$ cat src/rtl/dual_timer_pkg.sv
package dual_timer_pkg;
  typedef enum logic [2:0] {
    AD_CNT0 = 3'd0,
    AD_MOD0 = 3'd1,
    AD_CTL0 = 3'd2,
    AD_CNT1 = 3'd3,
    AD_MOD1 = 3'd4,
    AD_CTL1 = 3'd5,
    AD_DIV  = 3'd6
  } reg_addr_e;

  localparam int unsigned NCH = 3;  // 0: T0 count, 1: T0 modulus one-shot, 2: T1
  localparam logic [7:0] PS_FAST_IV = 8'd6;
  localparam logic [7:0] PS_FAST_OS = 8'd12;
  localparam logic [7:0] PS_SLOW    = 8'd128;
endpackage

$ cat src/rtl/dual_timer_scale.sv
module dual_timer_scale #(
  parameter int DW = 8,
  parameter int SW = DW + 8
) (
  input  logic          slow,
  input  logic [7:0]    base,
  input  logic [DW-1:0] div,
  output logic [SW-1:0] scale
);
  logic [SW-1:0] ps, dv;
  always_comb begin
    ps    = slow ? SW'(dual_timer_pkg::PS_SLOW) : SW'(base);
    dv    = (div == '0) ? SW'(1) : SW'(div);
    scale = ps * dv;
  end
endmodule

$ cat src/rtl/dual_timer_chan.sv
module dual_timer_chan #(
  parameter int CW = 16,
  parameter int SW = 16
) (
  input  logic          clk,
  input  logic          rst_n,
  input  logic          ld,
  input  logic [CW-1:0] ld_val,
  input  logic          halt,
  input  logic          wr_cnt,
  input  logic [CW-1:0] wr_val,
  input  logic          reload_en,
  input  logic [CW-1:0] reload_val,
  input  logic [SW-1:0] scale,
  output logic [CW-1:0] cnt,
  output logic          busy,
  output logic          fire
);
  logic [SW-1:0] sub;

  always_ff @(posedge clk) begin
    if (!rst_n) begin
      cnt  <= '0;
      sub  <= '0;
      busy <= 1'b0;
      fire <= 1'b0;
    end else begin
      fire <= 1'b0;
      if (ld) begin
        cnt  <= ld_val;
        sub  <= '0;
        busy <= 1'b1;
      end else if (halt) begin
        busy <= 1'b0;
        sub  <= '0;
      end else if (busy) begin
        if (sub >= scale - SW'(1)) begin
          sub <= '0;
          if (cnt == CW'(1)) begin
            fire <= 1'b1;
            if (reload_en && reload_val != '0) begin
              cnt <= reload_val;
            end else begin
              cnt  <= '0;
              busy <= 1'b0;
            end
          end else begin
            cnt <= cnt - CW'(1);
          end
        end else begin
          sub <= sub + SW'(1);
        end
      end else if (wr_cnt) begin
        cnt <= wr_val;
      end
    end
  end


  fire_run_chk: assert property (@(posedge clk) disable iff (!rst_n)
    fire |-> $past(busy));


  run_nonzero_chk: assert property (@(posedge clk) disable iff (!rst_n)
    busy |-> cnt != '0);


  oneshot_idle_chk: assert property (@(posedge clk) disable iff (!rst_n)
    (fire && !$past(reload_en)) |-> !busy);
endmodule

$ cat src/rtl/dual_timer.sv
module dual_timer #(
  parameter int CW = 16,
  parameter int DW = 8,
  parameter logic [DW-1:0] DIV_RST = DW'(8)
) (
  input  logic          clk,
  input  logic          rst_n,
  input  logic          reg_we,
  input  logic [2:0]    reg_waddr,
  input  logic [15:0]   reg_wdata,
  input  logic [2:0]    reg_raddr,
  output logic [15:0]   reg_rdata,
  output logic          irq_cnt0,
  output logic          irq_mix,
  output logic          irq_t1
);
  import dual_timer_pkg::*;
  localparam int SW = DW + 8;

  logic [CW-1:0] mod0_q, mod1_q;
  logic [7:0]    ctl0_q;
  logic [1:0]    ctl1_q;
  logic [DW-1:0] div_q;

  logic [NCH-1:0] ld, halt, wrc, rel_en, fire, busy, slow;
  logic [CW-1:0]  ldv  [NCH];
  logic [CW-1:0]  relv [NCH];
  logic [CW-1:0]  cnt  [NCH];
  logic [SW-1:0]  scl  [NCH];
  logic [7:0]     base [NCH];

  logic [7:0] wb;
  logic       w_ctl0, w_ctl1, w_mod1, w_cnt0;
  assign wb     = reg_wdata[7:0];
  assign w_ctl0 = reg_we && reg_waddr == AD_CTL0;
  assign w_ctl1 = reg_we && reg_waddr == AD_CTL1;
  assign w_mod1 = reg_we && reg_waddr == AD_MOD1;
  assign w_cnt0 = reg_we && reg_waddr == AD_CNT0;

  always_ff @(posedge clk) begin
    if (!rst_n) begin
      mod0_q <= '0;
      mod1_q <= '0;
      ctl0_q <= '0;
      ctl1_q <= '0;
      div_q  <= DIV_RST;
    end else if (reg_we) begin
      case (reg_waddr)
        AD_MOD0: mod0_q <= reg_wdata[CW-1:0];
        AD_MOD1: mod1_q <= reg_wdata[CW-1:0];
        AD_CTL0: ctl0_q <= wb;
        AD_CTL1: ctl1_q <= wb[7:6];
        AD_DIV:  div_q  <= wb[DW-1:0];
        default: ;
      endcase
    end
  end

  // start/stop decisions, evaluated on the write that changes them
  always_comb begin
    ld   = '0;
    halt = '0;
    ldv[0] = wb[0] ? cnt[0] : mod0_q;
    ldv[1] = mod0_q;
    ldv[2] = w_mod1 ? reg_wdata[CW-1:0] : mod1_q;
    if (w_ctl0) begin
      if (wb[7] && ldv[0] != '0) ld[0] = 1'b1;
      else                       halt[0] = 1'b1;
      if (wb[0] && wb[5] && mod0_q != '0) ld[1] = 1'b1;
      else                                halt[1] = 1'b1;
    end
    if (w_ctl1) begin
      if (wb[7] && mod1_q != '0) ld[2] = 1'b1;
      else                       halt[2] = 1'b1;
    end else if (w_mod1 && mod1_q == '0 && reg_wdata[CW-1:0] != '0 && ctl1_q[1]) begin
      ld[2] = 1'b1;
    end
  end

  always_comb begin
    wrc     = {2'b00, w_cnt0};
    rel_en  = {1'b1, 1'b0, !ctl0_q[0]};
    relv[0] = mod0_q;
    relv[1] = '0;
    relv[2] = mod1_q;
    slow    = {ctl1_q[0], ctl0_q[4], ctl0_q[6]};
    base[0] = ctl0_q[0] ? PS_FAST_OS : PS_FAST_IV;
    base[1] = PS_FAST_OS;
    base[2] = PS_FAST_IV;
  end

  for (genvar g = 0; g < NCH; g++) begin : g_ch
    dual_timer_scale #(.DW(DW), .SW(SW)) scale_i (
      .slow(slow[g]), .base(base[g]), .div(div_q), .scale(scl[g]));
    dual_timer_chan #(.CW(CW), .SW(SW)) chan_i (
      .clk(clk), .rst_n(rst_n), .ld(ld[g]), .ld_val(ldv[g]),
      .halt(halt[g]), .wr_cnt(wrc[g]), .wr_val(reg_wdata[CW-1:0]),
      .reload_en(rel_en[g]), .reload_val(relv[g]), .scale(scl[g]),
      .cnt(cnt[g]), .busy(busy[g]), .fire(fire[g]));
  end

  assign irq_cnt0 = fire[0];
  assign irq_mix  = fire[1] | fire[2];
  assign irq_t1   = fire[2];

  always_comb begin
    case (reg_raddr)
      AD_CNT0: reg_rdata = 16'(cnt[0]);
      AD_MOD0: reg_rdata = 16'(busy[1] ? cnt[1] : mod0_q);
      AD_CTL0: reg_rdata = {8'h00, ctl0_q};
      AD_CNT1: reg_rdata = 16'(cnt[2]);
      AD_MOD1: reg_rdata = 16'(mod1_q);
      AD_CTL1: reg_rdata = {8'h00, ctl1_q, 6'b0};
      AD_DIV:  reg_rdata = 16'(div_q);
      default: reg_rdata = '0;
    endcase
  end


  t1_irq_ctl_chk: assert property (@(posedge clk) disable iff (!rst_n)
    irq_t1 |-> ctl1_q[1]);


  mod_os_mode_chk: assert property (@(posedge clk) disable iff (!rst_n)
    busy[1] |-> ctl0_q[0]);
endmodule

$ cat config.mk
export PLATFORM = sky130hd
export DESIGN_NAME = dual_timer
export DESIGN_NICKNAME = d
export VERILOG_FILES = /design/src/rtl/dual_timer_pkg.sv /design/src/rtl/dual_timer_scale.sv /design/src/rtl/dual_timer_chan.sv /design/src/rtl/dual_timer.sv
export SDC_FILE = /design/constraint.sdc
export NUM_CORES = 1
export LEC_CHECK = 0
export BUFFER_PORTS_ARGS = -buffer_cell sky130_fd_sc_hd__clkbuf_2
export CORE_AREA = 2 2 177 179
export DETAILED_ROUTE_END_ITERATION = 6
export DIE_AREA = 0 0 179 181
export GPL_TIMING_DRIVEN = 0
export PLACE_DENSITY = 0.61
export SKIP_LAST_GASP = 1
export SYNTH_ARGS = -nofsm -noshare
export SYNTH_HDL_FRONTEND = slang
export SYNTH_SLANG_ARGS = --single-unit
$ cat constraint.sdc
create_clock -name clk -period 8.1 [get_ports clk]
set_input_delay 0.81 -clock clk [delete_from_list [all_inputs] [get_ports clk]]
set_output_delay 0.81 -clock clk [all_outputs]
set_load 0.005 [all_outputs]
======== Word level (Yosys, flattened, before mapping) ========
Index checks and enable logic that the tools add are counted.
word-level totals
  output and inout port bits .............. 19
  logic and storage cells ................. 159
  input bits .............................. 25
  bits in latches ......................... 0
  register bits ........................... 152
  ROM bits ................................ 0
  memories kept ........................... 0
  RAM bits ................................ 0
cells by class
  div/mod/pow operators ................... 0
  multiply operators ...................... 3
  shifts and indexed selects .............. 0
  reductions and logical operators ........ 40
  bitwise operators ....................... 8
  add/subtract/negate cells ............... 9
  multiplexer cells ....................... 61
  equal/unequal tests ..................... 18
  order comparisons ....................... 3
operators by type and width
  kind                                                                     count
  16-bit 2-to-1 mux                                                        24
  16-bit case mux with 7 select lines                                      1
  16-bit by 1-bit subtractor with 16-bit output (second input constant)    6
  16-bit nonzero test                                                      4
  16-bit by 1-bit adder with 16-bit output (second input constant)         3
  16-bit by 1-bit equality test with 1-bit output (second input constant)  3
  16-bit greater-or-equal comparator                                       3
  16-bit by 16-bit multiplier with 16-bit output                           2
  8-bit 2-to-1 mux                                                         4
  1-bit 2-to-1 mux                                                         29
  3-bit equality test (second input constant)                              6
  16-bit logical NOT                                                       1
  16-bit by 8-bit multiplier with 16-bit output                            1
  5-bit OR reduction                                                       3
  1-bit logical AND                                                        12
  2-bit AND reduction                                                      5
  3-bit by 2-bit equality test with 1-bit output (second input constant)   3
  3-bit AND reduction                                                      3
  3-bit OR reduction                                                       3
  8-bit logical NOT                                                        1
  2-bit nonzero test                                                       4
  1-bit inverter                                                           7
  3-bit by 1-bit equality test with 1-bit output (second input constant)   2
  3-bit logical NOT                                                        2
  other kinds (7)                                                          10

======== Longest topological paths before layout ========
  word-level depth ........................ 9
  depth in mapped cells ................... 27
  depth with buffers taken out ............ 25

======== Hierarchy ========
A second synthesis with hierarchy kept.
second synthesis, totals
  cells, all modules ...................... 2,196
  area total of the unflattened synthesis .. 17,954.7 µm²
by module, submodules not included
  module                                   times used  cells each  seq. area each (µm²)  area each (µm²)
  dual_timer_chan at g_ch[0].chan_i ...    2           357         680.7                 2,750.1
  dual_timer_scale at g_ch[0].scale_i ...  2           257         0.0                   2,203.4
  dual_timer                               1           361         1,001.0               3,086.7
  dual_timer_chan at g_ch[2].chan_i        1           344         680.7                 2,722.6
  dual_timer_scale at g_ch[2].scale_i      1           263         0.0                   2,238.4

======== Worst setup path before layout ========
OpenSTA, ideal clock, no wires.
  path type ............................... reg2reg
  from .................................... reg div_q[5]
  to ...................................... reg g_ch[0].chan_i.cnt[0]
  required time ........................... 8.004 ns
  period minus slack after synthesis ...... 6.036 ns
  arrival time ............................ 5.941 ns
  setup slack ............................. 2.064 ns
  buffers on the path ..................... 1
  stages on the path, launching flop included .. 27
  library setup time ...................... 0.096 ns
  cells stage by stage .................... dfxtp_1 clkbuf_1 nor4_1 a21oi_1 nor2_1 nand2_1 fa_1 inv_1 ha_1 ha_1 inv_1 fa_1 inv_1 fa_1 a21oi_1 o21ai_0 o41ai_1 o21ai_0 o41ai_1 xnor2_1 ha_1 nand2_1 a21oi_1 a22o_1 nor4_1 nor2_1 a221oi_1
between the ends
  longest elaborated chain between the ends .. 7
RTL lines
  element                                                       RTL line                source
  start, declared                                               dual_timer.sv:23        logic [DW-1:0] div_q;
  start signal, assigned                                        dual_timer.sv:53        AD_DIV: div_q <= wb[DW-1:0];
  8-bit logical NOT                                             dual_timer_scale.sv:13  dv = (div == '0) ? SW'(1) : SW'(div);
  8-bit 2-to-1 mux *                                            dual_timer_scale.sv:13
  16-bit by 16-bit multiplier with 16-bit output *              dual_timer_scale.sv:14  scale = ps * dv;
  16-bit by 1-bit subtractor with 16-bit output *               dual_timer_chan.sv:37   if (sub >= scale - SW'(1)) begin
  16-bit greater-or-equal comparator *                          dual_timer_chan.sv:37
  3-bit by 2-bit inequality test with 1-bit output (no line) *  n/a
  3-bit AND reduction (no line) *                               n/a
  end signal, assigned                                          dual_timer_chan.sv:42   cnt <= reload_val;
  end signal, assigned                                          dual_timer_chan.sv:48   cnt <= cnt - CW'(1);
  end signal, assigned                                          dual_timer_chan.sv:54   cnt <= wr_val;
  end, declared                                                 dual_timer_chan.sv:15   output logic [CW-1:0] cnt,
Mark *: on every way between the ends. The rest lies on a longest branch, timed or not.
A chain may end at the register's enable or synchronous reset.

======== Worst setup path in the final report ========
  from .................................... reg div_q[6]
  to ...................................... reg g_ch[0].chan_i.cnt[15]
The elaborated chain is that of the path after synthesis.

==> reports/metrics.yaml <==
sta:
  final-setup-viol-count: 0
  fmax_ghz: 0.135
  slew_headroom_pct: 17.0
  slew_violations: 0
  grt_setup_unrepaired: "false"
  setup-tns-final_ps: 0
  period_share_pct: 91.1
  fin_skew_ps: 12.2
  tightestPinTransition_ps: 1230
  finalCriticalPeriod_ps: 7380
  hold_viol: 0
place:
  dp_hpwl_mm: 33.6
  routabilityCongestion: 1.02
  post_dp_cell_area_um2: 14200
  port_buffers: 41
  dp.cells: 2187
detailed_routing:
  met1Wirelength_mm: 19.6
  wire_per_inst_um: 19.7
  wl_met3_mm: 3.34
  wl_met2_mm: 19.4
  drt_iter0_drc: 1233
  firstDrtPassIters: 5
  vias: 13265
  wl_mm: 43.8
  antenna_left: 0
  route.detailed.drc: 0
  via_per_inst: 5.98
  top_layer: "met4"
global_route:
  grt_max_degree: 17
  grt_pass1_vias: 12617
  antenna_found_initial: 0
  grt_pass1_wl_mm: 69.6
  overflow: 0
  track_usage_pct: 27.5
final_layout:
  final_cells: 2218
  syn2layout_area_growth_pct: 9.73
  num_antenna_cells: 0
  layout-drive-gt1-share_pct: 6.42
  final_cell_area_um2: 14900
  nNetsFinal: 2030
clock_network:
  clk_latency_ps: 450
  cts_sinks: 152
  clkTransAtPathRegs_ps: 70
  cts_buffers: 17
  postCtsHoldBufs: 0
  clock_path_buffers: 2
  cts_tree: "built"
  htree_levels: 4
  cts_root_buffer: "clkbuf_16"
synth:
  synth_ff_type: "dfxtp_1"
  synth_top_area_cell: "dfxtp_1"
  yosysSeqAreaShare_pct: 22.5
  netlist.area_leader.share_pct: 22.5
  ys_ff_latch: 152
  synth_fp_nets: 1970
  yosys_warnings: 0
  synth-edff-count: 0
  syn_area_per_cell_um2: 7.73
  synth_area_um2: 13500
  synth_area_leaders: "dfxtp_1 22%, ha_1 15%, nand2_1 5.7%, nor2_1 4.5%, fa_1 4.4%"
  synth.distinct_cells: 80
  syn_inst: 1750
  synthArstFlopShare_pct: 0
run:
  drv_cap: 0
power_and_ir_drop:
  finalPower_w: 0.00217
  powerDensity_nw_per_um2: 146
  p_leak_nw: 6.15
  ir_drop_mv: 0.149
setup_path:
  crit_path_max_fanout: 10
  worstPathArrival_ps: 7650
  critPathKind: "flip-flop to flip-flop"
  path_buf_inv: 5
  max_stage_delay_ps: 580
  cp.required_ps: 8370
  slowest_stage: "clkbuf_1"
  cpLargestDelayFamily: "compound AO/OA/AOI/OAI gates"
  setup.worst_path.start_class: "flip-flop"
  end_kind: "flip-flop"
die:
  io-pin-count: 44
  dieWidth_um: 179
  start_util_pct: 44.6
  fp-row-count: 64
  dieArea_um2: 32400
  core_um2: 30300
  die_y_um: 181
min_path:
  hold_class: "flip-flop to flip-flop"
outcome:
  status: "completed"
-- cell usage after synthesis, types with 7 or more instances --
master	number
nand2_1	205
or2_2	8
dfxtp_1	152
o31ai_1	13
o21ai_0	76
nand4_1	31
o221ai_1	8
ha_1	165
clkbuf_1	71
a211oi_1	22
inv_1	124
fa_1	30
mux2i_1	23
buf_2	7
a31oi_1	15
xnor2_1	38
o41ai_1	8
or3_1	7
a32o_1	10
nand3_1	56
a21oi_1	107
a22oi_1	15
and4_1	10
xor2_1	51
and3_1	19
nand2b_1	24
nor2b_1	31
o21a_1	8
a21o_1	9
and2_1	27
buf_1	9
nor4_1	26
mux2_2	9
a221oi_1	12
o211ai_1	13
nor2_1	162
nor3_1	51
-- worst paths after layout --
| path | from | to | slack, ps | cells after the start |
|---|---|---|---|---|
| max | div_q[6]$_SDFFE_PN0P_ | g_ch[0].chan_i.cnt[15]$_SDFFE_PN0P_ | 720 | 27 |
| min | ctl0_q[7]$_SDFFE_PN0P_ | ctl0_q[7]$_SDFFE_PN0P_ | 470 | 2 |
| max reg2reg | div_q[6]$_SDFFE_PN0P_ | g_ch[0].chan_i.cnt[15]$_SDFFE_PN0P_ | 720 | 27 |
| min reg2reg | ctl0_q[7]$_SDFFE_PN0P_ | ctl0_q[7]$_SDFFE_PN0P_ | 470 | 2 |
-- layout make-up --
type	instances	area (um^2)
Sequential cell	152	3040
Multi-Input combinational cell	1384	9680
Buffer	89	348
Clock inverter	13	168
Inverter	125	469
Clock buffer	18	439
Fill cell	3033	15500
Tap cell	396	495
Timing Repair Buffer	41	205
-- cell usage in the layout (no fill, tap or decap), types with 7 or more instances in the layout --
| master | count |
|---|---|
| and2_1 | 27 |
| o21ai_0 | 76 |
| o41ai_1 | 8 |
| or3_1 | 7 |
| nand3_1 | 56 |
| ha_1 | 165 |
| a22oi_1 | 15 |
| nor2b_1 | 31 |
| dfxtp_1 | 152 |
| inv_1 | 124 |
| nand2b_1 | 24 |
| nand4_1 | 31 |
| fa_1 | 30 |
| o221ai_1 | 8 |
| a21o_1 | 9 |
| clkbuf_1 | 71 |
| nor4_1 | 25 |
| or2_2 | 8 |
| xor2_1 | 51 |
| o211ai_1 | 13 |
| mux2i_1 | 23 |
| a211oi_1 | 22 |
| buf_2 | 7 |
| clkbuf_16 | 17 |
| a221oi_1 | 12 |
| o21a_1 | 8 |
| o31ai_1 | 13 |
| mux2_2 | 9 |
| xnor2_1 | 38 |
| buf_1 | 9 |
| nor2_1 | 162 |
| clkbuf_2 | 42 |
| a21oi_1 | 106 |
| and3_1 | 19 |
| nor3_1 | 51 |
| nand2_1 | 205 |
| a31oi_1 | 15 |
| and4_1 | 10 |
| a32o_1 | 10 |
-- metal layers --
layer  up-vias  GRT usage, %
li1       6350             -
met1      6255          38.4
met2       577          42.4
met3        83          4.84
met4         0          9.69
met5         -             0
-- repair_timing --
item                                    CTS  global route
endpoints found under the setup margin    0            21
setup buffers                             0             0
gates resized for setup                   0             2
-- where the power goes --
part           switching (W)  internal [W]  leakage [nW]
combinational       0.000326      0.000211          4.63
sequential         0.0000191      0.000760          1.23
clock               0.000360      0.000495         0.294
total               0.000705       0.00147          6.15
-- worst register-to-register path, cell delays in order, from the launching register on --
cell      delay (ps)
dfxtp_1          310
clkbuf_1         580
nor4_1           130
a21oi_2          490
nor2_1           130
nand2_1          110
fa_1             170
inv_1             40
ha_1             260
ha_1             270
inv_1             50
fa_1             540
inv_1             80
fa_1             460
a21oi_1          180
o21ai_0          170
o41ai_1          420
o21ai_0          220
o41ai_1          340
xnor2_1          180
ha_1             270
nand2_1           70
a21oi_1           50
a22o_1           250
or4_1            470
clkbuf_1         210
a21oi_2          560
a221oi_1         210
-- registers in the layout, summed over array words and instances (netlist names) --
register / flops
g_ch.chan_i.sub: 48
div_q: 8
mod1_q: 16
g_ch.chan_i.busy: 3
ctl1_q: 2
g_ch.chan_i.cnt: 48
ctl0_q: 8
g_ch.chan_i.fire: 3
mod0_q: 16
-- logic make-up after synthesis --
logic type	after synthesis	share of synthesized area, %
compound gates	385	19.0
xor+xnor	89	5.76
fa+ha+maj	195	19.7
mux	34	2.78
simple gates	681	24.3
buf+inv	214	6.04
flops	152	22.5
-- per-stage QoR --
| step | hold WS (ps) | setup slack, ps | util [%] |
|---|---|---|---|
| floorplan | 434 | 2060 | - |
| global placement | 446 | 164 | 46.9 |
| detailed placement | 455 | 133 | 46.9 |
| CTS | 468 | 79.8 | 48.9 |
| global route | 482 | 71.2 | 48.9 |
| finish | 466 | 719 | 48.9 |
(Power assumes the default switching activity.)
